--- src/rtl/bsel_sram_pkg.sv ---
// Shared types for the byte-select SRAM controller.
package bsel_sram_pkg;

    // Access phases, walked in this order by the sequencer.
    typedef enum logic [2:0] {
        PH_IDLE   = 3'd0,
        PH_SETUP  = 3'd1,
        PH_STROBE = 3'd2,
        PH_HOLD   = 3'd3,
        PH_DONE   = 3'd4
    } phase_t;

    // Per-access control latched at accept.
    typedef struct packed {
        logic       wr;
        logic [1:0] mask;
        logic       rw_strobe;
    } acc_ctl_t;

endpackage

--- src/rtl/bsel_sram_seq.sv ---
// Phase sequencer: walks IDLE -> SETUP -> STROBE (1+wait) -> HOLD (hold)
// -> DONE -> IDLE. Assumes wait_q/hold_q are stable from the cycle after
// start until the access ends (the top latches them at accept).
module bsel_sram_seq
    import bsel_sram_pkg::*;
#(
    parameter int WAIT_W = 4
) (
    input  logic              clk,
    input  logic              rst_n,
    input  logic              start,
    input  logic [WAIT_W-1:0] wait_q,
    input  logic [1:0]        hold_q,
    output phase_t            phase,
    output logic              last_strobe
);

    localparam int CNT_W = (WAIT_W > 2) ? WAIT_W : 2;

    logic [CNT_W-1:0] cnt;

    // Last strobe cycle flag, used for read capture.
    always_comb last_strobe = (phase == PH_STROBE) && (cnt == '0);

    // Phase register and down-counter for strobe and hold lengths.
    always_ff @(posedge clk) begin
        if (!rst_n) begin
            phase <= PH_IDLE;
            cnt   <= '0;
        end else begin
            case (phase)
                PH_IDLE: begin
                    if (start) phase <= PH_SETUP;
                end
                PH_SETUP: begin
                    phase <= PH_STROBE;
                    cnt   <= CNT_W'(wait_q);
                end
                PH_STROBE: begin
                    if (cnt == '0) begin
                        if (hold_q == 2'd0) begin
                            phase <= PH_DONE;
                        end else begin
                            phase <= PH_HOLD;
                            cnt   <= CNT_W'(hold_q - 2'd1);
                        end
                    end else begin
                        cnt <= cnt - 1'b1;
                    end
                end
                PH_HOLD: begin
                    if (cnt == '0) phase <= PH_DONE;
                    else           cnt   <= cnt - 1'b1;
                end
                default: phase <= PH_IDLE;
            endcase
        end
    end

    // completion lasts exactly one cycle.
    p_done_one_cycle_r2: assert property (@(posedge clk) disable iff (!rst_n)
        (phase == PH_DONE) |=> (phase == PH_IDLE));

    // an access can only begin from idle.
    p_setup_from_idle_r9: assert property (@(posedge clk) disable iff (!rst_n)
        (phase != PH_IDLE) |=> (phase != PH_SETUP));

    // hold is never entered when no hold cycles were requested.
    p_hold_needs_count_r2: assert property (@(posedge clk) disable iff (!rst_n)
        (phase == PH_STROBE && cnt == '0 && hold_q == 2'd0) |=> (phase == PH_DONE));

endmodule

--- src/rtl/bsel_sram_pins.sv ---
// Pin decoder: turns the phase and latched access control into the memory
// strobes. Assumes ctl is stable across the access. Outputs are decoded
// from registered state only.
module bsel_sram_pins
    import bsel_sram_pkg::*;
(
    input  logic     clk,
    input  logic     rst_n,
    input  phase_t   phase,
    input  acc_ctl_t ctl,
    output logic     cs_n,
    output logic     rw_n,
    output logic     rd_n,
    output logic     ub_n,
    output logic     lb_n,
    output logic     dq_oe
);

    logic active;
    logic strobe;
    logic bs_on;
    logic we_on;

    // Phase windows shared by all pins.
    always_comb begin
        active = (phase == PH_SETUP) || (phase == PH_STROBE) || (phase == PH_HOLD);
        strobe = (phase == PH_STROBE);
    end

    // Mode select: which window the byte selects and write enable use.
    always_comb begin
        bs_on = ctl.rw_strobe ? active : strobe;
        we_on = ctl.rw_strobe ? strobe : active;
    end

    // Active-low pin drive.
    always_comb begin
        cs_n  = !active;
        ub_n  = !(bs_on && ctl.mask[1]);
        lb_n  = !(bs_on && ctl.mask[0]);
        rw_n  = !(ctl.wr && we_on);
        rd_n  = !(!ctl.wr && strobe);
        dq_oe = ctl.wr && active;
    end

    // never drive the bus while the memory is asked to drive it.
    p_no_bus_fight_r7: assert property (@(posedge clk) disable iff (!rst_n)
        !(dq_oe && !rd_n));

    // in mode 1 the byte selects do not toggle inside the strobe.
    p_bs_steady_mode1_r6: assert property (@(posedge clk) disable iff (!rst_n)
        (ctl.rw_strobe && phase == PH_STROBE) |-> $stable({ub_n, lb_n}));

    // in mode 0 the byte selects stay idle during setup.
    p_bs_quiet_setup_r4: assert property (@(posedge clk) disable iff (!rst_n)
        (!ctl.rw_strobe && phase == PH_SETUP) |-> (ub_n && lb_n));

    // chip select is released once the access completes.
    p_cs_off_done_r3: assert property (@(posedge clk) disable iff (!rst_n)
        (phase == PH_DONE) |-> (cs_n && rw_n && rd_n));

endmodule

--- src/rtl/bsel_sram_if.sv ---
// Top: byte-select asynchronous SRAM controller. Latches one request plus
// its configuration at accept, sequences the access and captures read
// data. Assumes the memory meets its timing within the programmed phases.
module bsel_sram_if
    import bsel_sram_pkg::*;
#(
    parameter int ADDR_W = 20,
    parameter int WAIT_W = 4
) (
    input  logic              clk,
    input  logic              rst_n,
    input  logic              req_valid,
    output logic              req_ready,
    input  logic              req_write,
    input  logic [ADDR_W-1:0] req_addr,
    input  logic [15:0]       req_wdata,
    input  logic [1:0]        req_mask,
    input  logic              cfg_rw_strobe,
    input  logic [WAIT_W-1:0] cfg_wait,
    input  logic [1:0]        cfg_hold,
    output logic              rsp_done,
    output logic [15:0]       rsp_rdata,
    output logic              mem_cs_n,
    output logic              mem_rw_n,
    output logic              mem_rd_n,
    output logic              mem_ub_n,
    output logic              mem_lb_n,
    output logic [ADDR_W-1:0] mem_addr,
    output logic [15:0]       mem_dq_out,
    output logic              mem_dq_oe,
    input  logic [15:0]       mem_dq_in
);

    phase_t            phase;
    logic              last_strobe;
    logic              accept;
    acc_ctl_t          ctl_q;
    logic [ADDR_W-1:0] addr_q;
    logic [15:0]       wdata_q;
    logic [WAIT_W-1:0] wait_q;
    logic [1:0]        hold_q;

    // Handshake: only idle takes a request.
    always_comb begin
        req_ready = (phase == PH_IDLE);
        accept    = req_valid && req_ready;
        rsp_done  = (phase == PH_DONE);
    end

    // Request and configuration latch, loaded only on accept.
    always_ff @(posedge clk) begin
        if (!rst_n) begin
            ctl_q   <= '0;
            addr_q  <= '0;
            wdata_q <= '0;
            wait_q  <= '0;
            hold_q  <= '0;
        end else if (accept) begin
            ctl_q.wr        <= req_write;
            ctl_q.mask      <= req_mask;
            ctl_q.rw_strobe <= cfg_rw_strobe;
            addr_q          <= req_addr;
            wdata_q         <= req_wdata;
            wait_q          <= cfg_wait;
            hold_q          <= cfg_hold;
        end
    end

    // Read capture on the last strobe cycle.
    always_ff @(posedge clk) begin
        if (!rst_n)                        rsp_rdata <= '0;
        else if (last_strobe && !ctl_q.wr) rsp_rdata <= mem_dq_in;
    end

    always_comb begin
        mem_addr   = addr_q;
        mem_dq_out = wdata_q;
    end

    bsel_sram_seq #(.WAIT_W(WAIT_W)) u_seq (
        .clk         (clk),
        .rst_n       (rst_n),
        .start       (accept),
        .wait_q      (wait_q),
        .hold_q      (hold_q),
        .phase       (phase),
        .last_strobe (last_strobe)
    );

    bsel_sram_pins u_pins (
        .clk   (clk),
        .rst_n (rst_n),
        .phase (phase),
        .ctl   (ctl_q),
        .cs_n  (mem_cs_n),
        .rw_n  (mem_rw_n),
        .rd_n  (mem_rd_n),
        .ub_n  (mem_ub_n),
        .lb_n  (mem_lb_n),
        .dq_oe (mem_dq_oe)
    );

    // the latched address cannot move while an access runs.
    p_addr_held_r9: assert property (@(posedge clk) disable iff (!rst_n)
        (!req_ready && !rsp_done) |=> $stable(mem_addr));

    // read data only changes at the end of a strobe phase.
    p_rdata_only_at_strobe_r8: assert property (@(posedge clk) disable iff (!rst_n)
        (phase != PH_STROBE) |=> $stable(rsp_rdata));

endmodule

--- config.mk ---
export PLATFORM = sky130hd
export DESIGN_NAME = bsel_sram_if
export DESIGN_NICKNAME = d
export VERILOG_FILES = /design/src/rtl/bsel_sram_pkg.sv /design/src/rtl/bsel_sram_seq.sv /design/src/rtl/bsel_sram_pins.sv /design/src/rtl/bsel_sram_if.sv
export SDC_FILE = /design/constraint.sdc
export NUM_CORES = 1
export LEC_CHECK = 0
export ABC_AREA = 1
export BUFFER_PORTS_ARGS = -buffer_cell sky130_fd_sc_hd__buf_2
export CAP_MARGIN = 30
export CORE_ASPECT_RATIO = 0.6
export CORE_MARGIN = 2
export CORE_UTILIZATION = 39
export CTS_CLUSTER_DIAMETER = 80
export CTS_CLUSTER_SIZE = 12
export DETAILED_ROUTE_END_ITERATION = 8
export PLACE_DENSITY = 0.69
export SLEW_MARGIN = 10
export SYNTH_ARGS = -nofsm -noshare
export SYNTH_HDL_FRONTEND = slang
export SYNTH_SLANG_ARGS = --single-unit
--- constraint.sdc ---
create_clock -name clk -period 3.8 [get_ports clk]
set_input_delay 0.38 -clock clk [delete_from_list [all_inputs] [get_ports clk]]
set_output_delay 0.38 -clock clk [all_outputs]
set_load 0.01 [all_outputs]
* Yosys cells after proc, flatten, opt, wreduce, memory -nomap -nowiden
Index checks and enable logic that the tools add are counted.
Cells by class: reduce and logical (&&, ||, !) cells 22, add/subtract/negate cells 2, muxes and demuxes 11, equal/unequal tests 9
Operators with widths (count):
- two-way mux 3 bit | 4
- two-way mux 4 bit | 3
- one-hot mux 3 bit (4 select lines) | 1
- one-hot mux 4 bit (3 select lines) | 1
- logical AND 1 bit | 8
- == test 3 x 2 -> 1 bit (second input constant) | 2
- logical NOT 1 bit | 6
- inequality test 2 bit (second input constant) | 3
- AND reduction 3 bit | 2
- logical NOT 4 bit | 1
- subtractor 4 x 1 -> 4 bit (second input constant) | 1
- == test 3 x 1 -> 1 bit (second input constant) | 1
- == test 3 bit (second input constant) | 1
- logical NOT 3 bit | 1
- inequality test 3 bit (second input constant) | 1
- nonzero test 3 bit | 1
- subtractor 2 x 1 -> 3 bit (second input constant) | 1
- logical NOT 2 bit | 1
- logical OR 1 bit | 2
- two-way mux 1 bit | 2
- inequality test 2 x 1 -> 1 bit (second input constant) | 1
Storage, ports and cells: register bits 69, output and inout bits 60, logic and storage cells 54

* Depth between registers and ports, before layout
Gate-level depths: netlist (run 1).
depth in word-level cells 6, depth in mapped cells 10, mapped depth without buffers 10

* Modules after synthesis
A second synthesis (run 1) with hierarchy kept.
Second synthesis, totals: cell total of the unflattened synthesis 573, area, all modules 3557.2 um2
Modules (own cells, without submodules):
- bsel_sram_if | times used 1, area an instance 2961.6 um2, cells each 469, seq. area each 1241.2 um2
- bsel_sram_seq | times used 1, area an instance 529.3 um2, cells each 88, seq. area each 140.1 um2
- bsel_sram_pins | times used 1, area an instance 66.3 um2, cells each 16, seq. area each 0.0 um2

* Worst setup path before layout (run 1)
Ideal clock, no wire load.
kind register to output, start register u_seq.phase[0], end output port mem_rw_n, buffers on the path 0, path slack 2311 ps, arrival 1109 ps, data required time 3420 ps, stages on the path, launching flop included 6, cell sequence dfxtp_1 -> nor2_1 -> nor2_1 -> inv_1 -> nor2_1 -> o21ai_0
Between the ends: cells in the longest elaborated chain, start to end 6
Ends and longest elaborated chain:
- from (decl) | RTL line bsel_sram_seq.sv:14 | output phase_t phase,
- from (signal assigned) | RTL line bsel_sram_seq.sv:28 | phase <= PH_IDLE;
- from (signal assigned) | RTL line bsel_sram_seq.sv:33 | if (start) phase <= PH_SETUP;
- from (signal assigned) | RTL line bsel_sram_seq.sv:36 | phase <= PH_STROBE;
- == test 3 x 1 -> 1 bit / == test 3 x 2 -> 1 bit (equally long branches) | RTL line bsel_sram_pins.sv:26, bsel_sram_pins.sv:27
- logical OR 1 bit (2 in series) | RTL line bsel_sram_pins.sv:26 | active = (phase == PH_SETUP) || (phase == PH_STROBE) || (phase == PH_HOLD);
- two-way mux 1 bit (*) | RTL line bsel_sram_pins.sv:33 | we_on = ctl.rw_strobe ? strobe : active;
- logical AND 1 bit (*) | RTL line bsel_sram_pins.sv:41 | rw_n = !(ctl.wr && we_on);
- logical NOT 1 bit (*) | RTL line bsel_sram_pins.sv:41
- to (decl) | RTL line bsel_sram_if.sv:24 | output logic mem_rw_n,
Mark *: on every way between the ends. The rest lies on a longest branch, timed or not.

* Final worst setup path (run 1)
start register u_seq.phase[0], end register addr_q[12], in the netlist mem_addr[12]
Between the ends: cells in the longest elaborated chain, start to end 2
Ends and longest elaborated chain:
- logical NOT 3 bit | RTL line bsel_sram_if.sv:45 | req_ready = (phase == PH_IDLE);
- logical AND 1 bit | RTL line bsel_sram_if.sv:46 | accept = req_valid && req_ready;
- to (signal assigned) | RTL line bsel_sram_if.sv:62 | addr_q <= req_addr;
- to (decl) | RTL line bsel_sram_if.sv:38 | logic [ADDR_W-1:0] addr_q;
Every way passes these cells. A chain may end at the register's enable or synchronous reset.

==> results by group, run 1 <==
Outcome
  – Status: completed

Synthesis
  – Yosys cell types: 21
  – Syn Inst Count: between 300 and 400
  – Register area share after synthesis: 49.9%
  – Largest cells by area after synthesis: dfxtp_1 (50%), a21oi_1 (9.0%), nand3_1 (9.0%), nand2_1 (8.9%), nor2_1 (7.0%)
  – Cell Area, Synth: between 2000 and 3000 µm²
  – Mapped Avg Cell Area: 7.48 µm²
  – Synth area leader: dfxtp_1
  – Flops & latches, synth: 69
  – Async SR Flop Fraction: 0%
  – Post-synth EDFFs: 0
  – Area fraction of the dominant cell type after synthesis: 49.9%
  – Syn Nets: about 440
  – Ys Warns: 0
  – Synth Flop Type: dfxtp_1

Clocking
  – CTS H-tree lvls: 3
  – Post-CTS sizing: 0
  – Clock transition at path regs: 0.06 ns
  – Setup repair bufs after CTS: 0
  – CTS tree: yes
  – Root buffer cell: clkbuf_16
  – Clock buffer depth: 2
  – CTS hold repair buffers: 0
  – CTS buffer count: 9
  – Clk sinks: 69
  – Clock Latency Late Sink: ~0.32 ns

Die
  – Num rows: 23
  – Starting Density: 40.9%
  – Die ar.: 7810 µm²
  – Core ar.: 6760 µm²
  – DIE WIDTH: ~110 µm
  – DIE HEIGHT: 69.3 µm
  – Ports: around 130

Setup path
  – Slowest CP cell: buf_4
  – CP delay by family, top: buffers and inverters
  – CP Capture Type: register
  – Crit path max fanout: 45
  – Worst Path Buf+Inv: 3
  – Critical path's largest stage delay: 0.39 ns
  – Crit Path Category: reg2reg
  – Startpoint types: register
  – Worst Path Required: 3.99 ns
  – CP cell instances: nor2_1, inv_2, nor2_4, buf_4, nand2_1, buf_4, nand2_1, a21oi_1
  – CP arrival: approximately 2.3 ns

Routing
  – TritonRoute pass-1 iters: 4
  – Avg WL per Cell: 12.6 µm
  – Vias: 2809
  – Initial DRC Count: ~150
  – DRC violations left: 0
  – Final wirelength: 7280 µm
  – Routed Antenna Nets: 0
  – Number of vias per cell: 4.86

Global route
  – Initial antenna violation count: 0
  – Number of global-route vias before repair: 2520
  – Global-route wire length before repair: 12100 µm
  – Grt total ovfl: 0
  – Overall Global Routing Usage: 19.2%
  – Largest net degree at the start of global routing: 46

STA
  – Fmax: between 400 and 500 MHz
  – Final Max Tran Viols: 0
  – Setup violators final: 0
  – Clock Skew: 0.00577 ns
  – RSZ-0062 raised after global routing: no
  – Final WS setup: 1.72 ns
  – Worst Tran Pin Value: 0.796 ns
  – Period utilization: between 50% and 60%
  – Relative slew slack: 46.9%
  – Final hold vios: 0
  – Post-layout minimum cycle time: 2.08 ns
  – Setup TNS: 0 ns

Worst hold path
  – Worst Hold Class: in2reg

Pwr
  – Leakage Power: 1.73 nW
  – PwrDens: 767 nW/µm²
  – Worst IR drop on VDD: 0.325 mV
  – Total power: between 0.002 and 0.003 W

Final layout
  – Share of layout cells above drive strength 1: 31.4%
  – Post-layout net count: 554
  – Reg area: roughly 1400 µm²
  – Fill count: 638
  – Synth-to-Final Area Change: 33.4%
  – Post-route insts no fill: 578
  – Area of the multi-input gates: 1200 µm²
  – N_diodes: 0

Placed design
  – Post-DP HPWL: roughly 5000 µm
  – Placed Instances: 562
  – Setup Slack @ Placement: about 1.6 ns
  – PortBufs: around 120
  – Routability cong.: roughly 0.83

Run
  – Max-capacitance violation count: 0
## routing by layer
layer | vias to the layer above | track usage (%) | part of all wire (%)
met2 | 118 | 27.1 | 39
met5 | - | 0 | 0
met1 | 1236 | 26.0 | 49
met3 | 4 | 8.48 | 11
met4 | 0 | 6.10 | 0.43
li1 | 1451 | - | -
## final timing paths
kind	from	end	slack, ns	cells past startpoint
max	u_seq.phase[0]	mem_addr[12]	1.72	8
max reg2reg	u_seq.phase[0]	mem_addr[12]	1.72	8
min reg2reg	mem_addr[8]	mem_addr[8]	0.46	2
min	mem_dq_in[4]	rsp_rdata[4]	0.30	3
## logic make-up after synthesis
logic type / share of synthesized area (%)
adders and majority gates: 1.36
DFF: 49.9
xor gates and xnor gates: 0.316
buffers and inverters: 6.78
and+or+nand+nor: 27.3
AOI/OAI and AO/OA: 14.4
## stage by stage
step                cell area, µm²  util [%]  hold slack [ns]
finish                        3690      54.6            0.297
global route                  3690      54.6            0.295
CTS                           3690      54.6            0.285
detailed placement            3420      50.5            0.452
global placement              3420      50.5            0.448
floorplan                     2770         -            0.433
## where the power goes
group	internal [W]	switching (W)
clock	0.000443	0.000312
sequential	0.000897	0.0000993
combinational	0.000378	0.000703
total	0.00172	0.00111
## final cells by class
type	instances	share of cell area, %
Multi-Input combinational cell	257	32.5
Timing Repair Buffer	127	17.4
Clock inverter	7	1.39
Sequential cell	69	37.4
Clock buffer	9	6.10
Tap cell	87	2.95
Inverter	22	2.30
## flip-flops by register name, summed over array words and instances, names as in the netlist
register     cells
hold_q           2
rsp_rdata       16
mem_addr        20
wait_q           4
u_seq.phase      3
ctl_q            4
u_seq.cnt        4
mem_dq_out      16
## worst register-to-register path, delay by kind of cell, from the launching register on
| kind | cells | cell delay, ns |
|---|---|---|
| flip-flops | 1 | 0.37 |
| AO/OA/AOI/OAI | 1 | 0.07 |
| buffers and inverters | 3 | 0.84 |
| AND/OR/NAND/NOR | 4 | 0.66 |
## placed cells by master (no fill, tap or decap)
cell type	instances
o21ai_0	4
buf_4	3
o21ai_1	24
inv_6	1
clkinv_4	2
a21oi_1	50
clkinv_1	2
buf_2	124
clkinv_2	2
inv_1	14
xor2_1	1
nor2_4	3
nand2_1	66
nor4_1	1
ha_1	3
inv_4	1
nand2_4	2
clkbuf_16	9
o31ai_1	1
inv_2	5
clkinvlp_4	2
nand3_1	50
dfxtp_1	69
nor2_1	52
## Yosys cell counts, types with 3 or more instances
cell type,instances
a21oi_1,50
buf_2,10
clkbuf_1,10
dfxtp_1,69
ha_1,3
inv_1,14
inv_2,5
nand2_1,66
nand3_1,50
nor2_1,52
nor2_4,3
o21ai_0,4
o21ai_1,24
Power figures use the tool's default switching activity.
==> run 2, diff against run 1 <==
Settings changed: ABC_AREA 1 to 0.
Clock period 3.8 ns to 2.2 ns, I/O delays scaled along.
==> run 2 against run 1 <==
Compared with the run above:
- register-to-register slack worse by 1.6 ns
- clock power is 88% higher
- synthesized cell count is 6.2% lower
- non-clock buffer count is 4 higher
- via count is 2.6% lower
- sequential cell count stayed put
- first-iteration DRC count is 58% higher
- power is 17% higher
- critical endpoint is now rsp_rdata[4]
- largest power group is now clock
==> results by group, run 2 <==
STA
  – Final WS setup: 0.131 ns (was 1.72 ns)
  – Fmax: 483 MHz (was 482 MHz)
  – Clock Skew: 0.00461 ns (was 0.00577 ns)
  – Worst Tran Pin Value: 0.536 ns (was 0.796 ns)
  – Final hold vios: 0 (unchanged)
  – Final Max Tran Viols: 0 (unchanged)
  – RSZ-0062 raised after global routing: no (unchanged)
  – Post-layout minimum cycle time: 2.07 ns (was 2.08 ns)
  – Relative slew slack: 64.2% (was 46.9%)
  – Period utilization: 94.0% (was 54.6%)
  – Setup TNS: 0 ns (unchanged)
  – Setup violators final: 0 (unchanged)

Worst hold path
  – Hold Crit Start: mem_dq_in[15] (was mem_dq_in[4])
  – Hold Path Sink: rsp_rdata[15] (was rsp_rdata[4])
  – Worst Hold Class: in2reg (unchanged)
  – Hold path cells: 3 (unchanged)

Pwr
  – Comb pwr share: 15.5% (was 38.2%)
  – Pint: 0.00249 W (was 0.00172 W)
  – Psw: 0.000824 W (was 0.00111 W)
  – Clock power share: 42.7% (was 26.7%)
  – Reg power frac: 41.8% (was 35.2%)
  – Leakage Power: 1.71 nW (was 1.73 nW)
  – PwrDens: 861 nW/µm² (was 767 nW/µm²)
  – Sw Share: 24.8% (was 39.3%)
  – Worst IR drop on VDD: 0.509 mV (was 0.325 mV)

Clocking
  – Root buffer cell: clkbuf_16 (unchanged)
  – CTS buffer count: 9 (unchanged)
  – CTS tree: yes (unchanged)
  – CTS hold repair buffers: 0 (unchanged)
  – Clock transition at path regs: 0.05 ns (was 0.06 ns)
  – Clk sinks: 69 (unchanged)
  – Post-CTS sizing: 0 (unchanged)
  – CTS H-tree lvls: 3 (unchanged)
  – Setup repair bufs after CTS: 0 (unchanged)
  – Clock Latency Late Sink: 0.32 ns (about the same)
  – Clock buffer depth: 2 (unchanged)

Routing
  – Number of vias per cell: 4.86 (about the same)
  – Vias: 2735 (was 2809)
  – DRC violations left: 0 (unchanged)
  – TritonRoute pass-1 iters: 4 (unchanged)
  – Initial DRC Count: 232 (was 147)
  – Routed Antenna Nets: 0 (unchanged)
  – Avg WL per Cell: 13.0 µm (was 12.6 µm)
  – Final wirelength: 7330 µm (was 7280 µm)

Global route
  – Overall Global Routing Usage: 19.0% (was 19.2%)
  – Number of global-route vias before repair: 2529 (was 2520)
  – Initial antenna violation count: 0 (unchanged)
  – Grt total ovfl: 0 (unchanged)
  – Global-route wire length before repair: 12000 µm (was 12100 µm)
  – Largest net degree at the start of global routing: 61 (was 46)

Final layout
  – N_diodes: 0 (unchanged)
  – Reg area: 1380 µm² (unchanged)
  – Fill count: 724 (was 638)
  – Fin util: 53.7% (was 54.6%)
  – Post-layout net count: 536 (was 554)
  – Most common cell after layout, fill and taps aside: nand2_1 (was buf_2)
  – Synth-to-Final Area Change: 34.6% (was 33.4%)
  – Area of the multi-input gates: 1350 µm² (was 1200 µm²)
  – Max reg flops: 20 (unchanged)
  – Final Cell Area: 3850 µm² (was 3690 µm²)
  – Share of layout cells above drive strength 1: 31.1% (was 31.4%)
  – Most frequent cells in the layout: nand2_1 (132), buf_2 (124), dfxtp_1 (69), a21boi_0 (52) (was buf_2 (124), dfxtp_1 (69), nand2_1 (66), nor2_1 (52))

Synthesis
  – Yosys cell types: 35 (was 21)
  – Mapped Avg Cell Area: 8.25 µm² (was 7.48 µm²)
  – Commonest cells in the netlist: nand2_1 (132), dfxtp_1 (69), a21boi_0 (52) (was dfxtp_1 (69), nand2_1 (66), nor2_1 (52))
  – Compound-gate portion of the synthesized area: 21.8% (was 14.4%)
  – Flops & latches, synth: 69 (unchanged)
  – Syn Inst Count: 347 (was 370)
  – Area fraction of the dominant cell type after synthesis: 48.3% (was 49.9%)
  – Syn Nets: 415 (was 438)
  – Async SR Flop Fraction: 0% (unchanged)
  – Ys Warns: 0 (unchanged)
  – Post-synthesis adder-cell area fraction: 1.31% (was 1.36%)
  – Synth area leader: dfxtp_1 (unchanged)
  – Largest cells by area after synthesis: dfxtp_1 (48%), nand2_1 (17%), a21boi_0 (14%), a21boi_1 (2.6%), o21ai_0 (1.7%) (was dfxtp_1 (50%), a21oi_1 (9.0%), nand3_1 (9.0%), nand2_1 (8.9%), nor2_1 (7.0%))
  – Count leader, synth: nand2_1 (was dfxtp_1)
  – XOR/XNOR Fraction of Synth Area: 0.612% (was 0.316%)
  – Register area share after synthesis: 48.3% (was 49.9%)
  – Cell Area, Synth: 2860 µm² (was 2770 µm²)
  – Post-synth EDFFs: 0 (unchanged)
  – Largest family of logic cells by synthesized area: simple AND/OR/NAND/NOR gates (unchanged)
  – Post-synthesis mux area share: 0.350% (was 0%)
  – Synth Flop Type: dfxtp_1 (unchanged)
  – Synth Area in Simple Gates: 23.1% (was 27.3%)

Setup path
  – R2R Setup Slk: 0.13 ns (was 1.72 ns)
  – Worst Path Buf+Inv: 1 (was 3)
  – CP arrival: 2.27 ns (was 2.26 ns)
  – Endpoint of the worst-slack reg-to-reg timing path: rsp_rdata[4] (was mem_addr[12])
  – CP cell instances: inv_1, ha_1, or3b_1, or3_1, nand2_1, a21boi_0 (was nor2_1, inv_2, nor2_4, buf_4, nand2_1, buf_4, nand2_1, a21oi_1)
  – Worst Path Required: 2.40 ns (was 3.99 ns)
  – Slowest CP cell: or3_1 (was buf_4)
  – Crit Path Category: reg2reg (unchanged)
  – CP Capture Type: register (unchanged)
  – Startpoint types: register (unchanged)
  – Reg-to-Reg Start: u_seq.cnt[0] (was u_seq.phase[0])
  – Critical path's largest stage delay: 0.59 ns (was 0.39 ns)
  – R2R depth: 6 (was 8)
  – Crit path max fanout: 16 (was 45)
  – CP delay by family, top: simple AND/OR/NAND/NOR gates (was buffers and inverters)

Outcome
  – Status: completed (unchanged)

Placed design
  – PortBufs: 124 (unchanged)
  – Post-DP HPWL: 5230 µm (was 5090 µm)
  – Setup Slack @ Placement: 0.123 ns (was 1.64 ns)
  – Routability cong.: 0.892 (was 0.828)
  – DP Area: 3560 µm² (was 3420 µm²)

Die
  – Core ar.: 7180 µm² (was 6760 µm²)
  – DIE HEIGHT: 70.4 µm (was 69.3 µm)
  – Ports: 125 (unchanged)
  – Num rows: 24 (was 23)
  – Die ar.: 8060 µm² (was 7810 µm²)
  – Starting Density: 39.9% (was 40.9%)
  – DIE WIDTH: 115 µm (was 113 µm)

Run
  – Max-capacitance violation count: 0 (unchanged)
==> run 2: cell types whose count changed in the layout (fill, tap and decap cells not counted), sizes merged, moves of 4 or more <==
cell	change
nand3	-49
inv	-14
buf	+4
nand2	+64
o21ai	-18
clkinv	-6
clkbuf	+5
a21boi	+62
a21oi	-46
nor2	-52
a31oi	+5
==> run 2: per-layer routing <==
metal	vias up	share of wire (%)	GRT usage (%)	wire [µm]
met3	10	10	9.46	768
met5	-	0	0	0
li1	1390	-	-	-
met2	113	42	28.3	3060
met1	1222	46	23.9	3410
met4	0	1.2	6.64	87
==> run 2: metrics by stage <==
step	total power, W	cells	hold slack [ns]
finish	0.00332	563	0.135
floorplan	0.00172	347	0.355
global placement	0.00192	548	0.439
detailed placement	0.00193	548	0.443
CTS	0.00336	563	0.126
global route	0.00349	563	0.131
==> run 2: kinds of logic after synthesis <==
| logic type | Yosys count |
|---|---|
| muxes | 1 |
| DFF | 69 |
| AOI/OAI and AO/OA | 88 |
| xor gates and xnor gates | 2 |
| buffers and inverters | 28 |
| and+or+nand+nor | 156 |
| adders and majority gates | 3 |
==> run 2: power groups by stage <==
stage,Sequential (W),Clock [W],Combinational [W]
CTS,0.00139,0.00145,0.000520
global route,0.00140,0.00152,0.000578
global placement,0.00141,0,0.000509
finish,0.00139,0.00142,0.000515
detailed placement,0.00141,0,0.000518
floorplan,0.00143,0,0.000290
==> run 2: cell type report <==
| class | instances | area share (%) |
|---|---|---|
| flip-flops and latches | 69 | 35.8 |
| multi-input cells | 250 | 35.1 |
| repair buffers | 131 | 17.8 |
| clock buffers | 14 | 6.85 |
| well taps | 91 | 2.95 |
| clock inverters | 1 | 0.779 |
| inverters | 7 | 0.682 |
==> run 2: worst register-to-register path, stage by stage, from the launching register on <==
cell,delay [ns]
dfxtp_1,0.33
inv_1,0.11
ha_1,0.23
or3b_1,0.46
or3_1,0.59
nand2_1,0.15
a21boi_0,0.09
==> run 2: how the worst max path moves through the flow <==
stage | start | slack (ns) | depth (start not counted) | end
2_1_floorplan | u_seq.cnt[0] | 0.39 | 8 | rsp_rdata[10]
3_3_place_gp | u_seq.cnt[0] | 0.22 | 6 | rsp_rdata[2]
3_5_place_dp | u_seq.cnt[0] | 0.12 | 6 | rsp_rdata[1]
4_1_cts | u_seq.cnt[0] | 0.12 | 6 | rsp_rdata[1]
5_1_grt | u_seq.cnt[0] | 0.003 | 6 | rsp_rdata[11]
6_report | u_seq.cnt[0] | 0.13 | 6 | rsp_rdata[4]
==> run 3, diff against run 2 <==
Settings changed: PLACE_DENSITY 0.69 to unset, PLACE_DENSITY_LB_ADDON set to 0.1, SLEW_MARGIN 10 to unset.
==> run 3 against run 2 <==
Compared with the run above:
- global-route usage shrank 0.14 points
- sequential power is essentially flat
- first-iteration DRC count shrank 32%
- clock-buffer cell count shrank 2
- routed wire length shrank 0.55%
- sequential cell count is the same
- non-clock buffer count grew 3
- power shrank 3.3%
- setup slack gained 0.10 ns
- die area is the same
- clock skew is essentially flat
- critical path depth is the same
- critical path type unchanged
==> results by group, run 3 (synthesis results as in run 2) <==
Outcome
  – Status: completed (unchanged)

Pwr
  – Clock power share: 40.5% (was 42.7%)
  – Worst IR drop on VDD: 0.433 mV (was 0.509 mV)
  – Leakage Power: 1.72 nW (was 1.71 nW)
  – Total power: 0.00321 W (was 0.00332 W)
  – Reg power frac: 43.2% (was 41.8%)
  – PwrDens: 833 nW/µm² (was 861 nW/µm²)
  – Psw: 0.000852 W (was 0.000824 W)
  – Comb pwr share: 16.2% (was 15.5%)
  – Sw Share: 26.5% (was 24.8%)
  – Pint: 0.00236 W (was 0.00249 W)

STA
  – RSZ-0062 raised after global routing: no (unchanged)
  – Final Max Tran Viols: 0 (unchanged)
  – Final hold vios: 0 (unchanged)
  – Setup TNS: 0 ns (unchanged)
  – Period utilization: 89.3% (was 94.0%)
  – Clock Skew: 0.00414 ns (was 0.00461 ns)
  – Fmax: 509 MHz (was 483 MHz)
  – Worst Tran Pin Value: 0.557 ns (was 0.536 ns)
  – Relative slew slack: 62.8% (was 64.2%)
  – Setup violators final: 0 (unchanged)
  – Post-layout minimum cycle time: 1.96 ns (was 2.07 ns)

Die
  – Starting Density: 39.9% (unchanged)
  – Die ar.: 8060 µm² (unchanged)
  – Ports: 125 (unchanged)
  – Num rows: 24 (unchanged)
  – Core ar.: 7180 µm² (unchanged)
  – DIE WIDTH: 115 µm (unchanged)
  – DIE HEIGHT: 70.4 µm (unchanged)

Final layout
  – Final Cell Area: 3850 µm² (about the same)
  – Fill count: 697 (was 724)
  – N_diodes: 0 (unchanged)
  – Max reg flops: 20 (unchanged)
  – Most common cell after layout, fill and taps aside: nand2_1 (unchanged)
  – Post-layout net count: 539 (was 536)
  – Share of layout cells above drive strength 1: 31.9% (was 31.1%)
  – Most frequent cells in the layout: nand2_1 (132), buf_2 (124), dfxtp_1 (69), a21boi_0 (52) (unchanged)
  – Synth-to-Final Area Change: 34.6% (about the same)

Worst hold path
  – Hold Crit Start: mem_dq_in[8] (was mem_dq_in[15])
  – Worst Hold Class: in2reg (unchanged)
  – Hold Path Sink: rsp_rdata[8] (was rsp_rdata[15])
  – Hold path cells: 3 (unchanged)

Routing
  – Initial DRC Count: 157 (was 232)
  – TritonRoute pass-1 iters: 4 (unchanged)
  – Final wirelength: 7290 µm (was 7330 µm)
  – Avg WL per Cell: 12.8 µm (was 13.0 µm)
  – Vias: 2696 (was 2735)
  – Number of vias per cell: 4.75 (was 4.86)
  – DRC violations left: 0 (unchanged)
  – Routed Antenna Nets: 0 (unchanged)

Setup path
  – Reg-to-Reg Start: u_seq.cnt[0] (unchanged)
  – Crit path max fanout: 16 (unchanged)
  – R2R Setup Slk: 0.24 ns (was 0.13 ns)
  – R2R depth: 6 (unchanged)
  – Worst Path Required: 2.41 ns (was 2.40 ns)
  – Startpoint types: register (unchanged)
  – CP arrival: 2.17 ns (was 2.27 ns)
  – Crit Path Category: reg2reg (unchanged)
  – CP Capture Type: register (unchanged)
  – Endpoint of the worst-slack reg-to-reg timing path: rsp_rdata[5] (was rsp_rdata[4])

Placed design
  – Routability cong.: 0.864 (was 0.892)
  – DP Area: 3580 µm² (was 3560 µm²)
  – PortBufs: 124 (unchanged)
  – Post-DP HPWL: 5230 µm (about the same)

Clocking
  – Root buffer cell: clkbuf_16 (unchanged)
  – CTS H-tree lvls: 3 (unchanged)
  – Clock Latency Late Sink: 0.32 ns (about the same)
  – Setup repair bufs after CTS: 0 (unchanged)
  – Clock buffer depth: 2 (unchanged)
  – Post-CTS sizing: 0 (unchanged)
  – CTS hold repair buffers: 0 (unchanged)
  – Clk sinks: 69 (unchanged)
  – CTS tree: yes (unchanged)
  – CTS buffer count: 9 (unchanged)
  – Clock transition at path regs: 0.06 ns (was 0.05 ns)

Global route
  – Largest net degree at the start of global routing: 30 (was 61)
  – Met2 GRT Util: 28.1% (was 28.3%)
  – GR Layer Usage met3: 7.12% (was 9.46%)
  – Initial antenna violation count: 0 (unchanged)
  – Grt total ovfl: 0 (unchanged)
  – Number of global-route vias before repair: 2506 (was 2529)
  – Overall Global Routing Usage: 18.9% (was 19.0%)
  – Busiest grt layer: met2 (unchanged)
  – Met1 Track Usage GR: 24.9% (was 23.9%)
  – Global-route wire length before repair: 11800 µm (was 12000 µm)

Run
  – Max-capacitance violation count: 0 (unchanged)
-- run 3: worst max path at each step --
stage | startpoint | end | cells past startpoint
6_report | u_seq.cnt[0] | rsp_rdata[5] | 6
2_1_floorplan | u_seq.cnt[0] | rsp_rdata[10] | 8
4_1_cts | u_seq.cnt[0] | rsp_rdata[3] | 6
3_3_place_gp | u_seq.cnt[0] | rsp_rdata[1] | 6
3_5_place_dp | u_seq.cnt[0] | rsp_rdata[3] | 6
5_1_grt | u_seq.cnt[0] | rsp_rdata[2] | 6
-- run 3: final cells by class --
cell class              count  area, µm²  area share, %
flip-flops and latches     69       1380           35.9
multi-input cells         250       1350           35.1
repair buffers            134        708           18.4
clock buffers              12        246           6.40
well taps                  91        114           2.96
inverters                   7       26.3          0.682
clock inverters             4       23.8          0.617
-- run 3: per-layer routing --
metal / part of all wire [%] / vias to the layer above
li1: - / 1395
met1: 48 / 1211
met2: 42 / 78
met3: 8.0 / 12
met4: 1.4 / 0
met5: 0 / -
-- run 3: metrics by stage --
step	hold slack (ns)	std cells	util [%]	setup slack [ns]
finish	0.132	567	53.7	0.236
CTS	0.118	567	53.7	0.246
global placement	0.438	551	49.9	0.304
detailed placement	0.445	551	49.9	0.254
floorplan	0.355	347	-	0.392
global route	0.124	567	53.7	0.0841
-- run 3: critical path: stages (launching register included) --
cell and delay [ns]:
dfxtp_1 0.33, inv_1 0.10, ha_1 0.23, or3b_1 0.37
or3_1 0.57, nand2_1 0.15, a21boi_0 0.09
-- run 3: power by group through the flow --
stage / clock (W) / sequential, W / combinational (W)
4_1_cts: 0.00134 / 0.00139 / 0.000529
6_report: 0.00130 / 0.00139 / 0.000522
3_3_place_gp: 0 / 0.00141 / 0.000525
5_1_grt: 0.00139 / 0.00140 / 0.000585
3_5_place_dp: 0 / 0.00141 / 0.000527
2_1_floorplan: 0 / 0.00143 / 0.000290
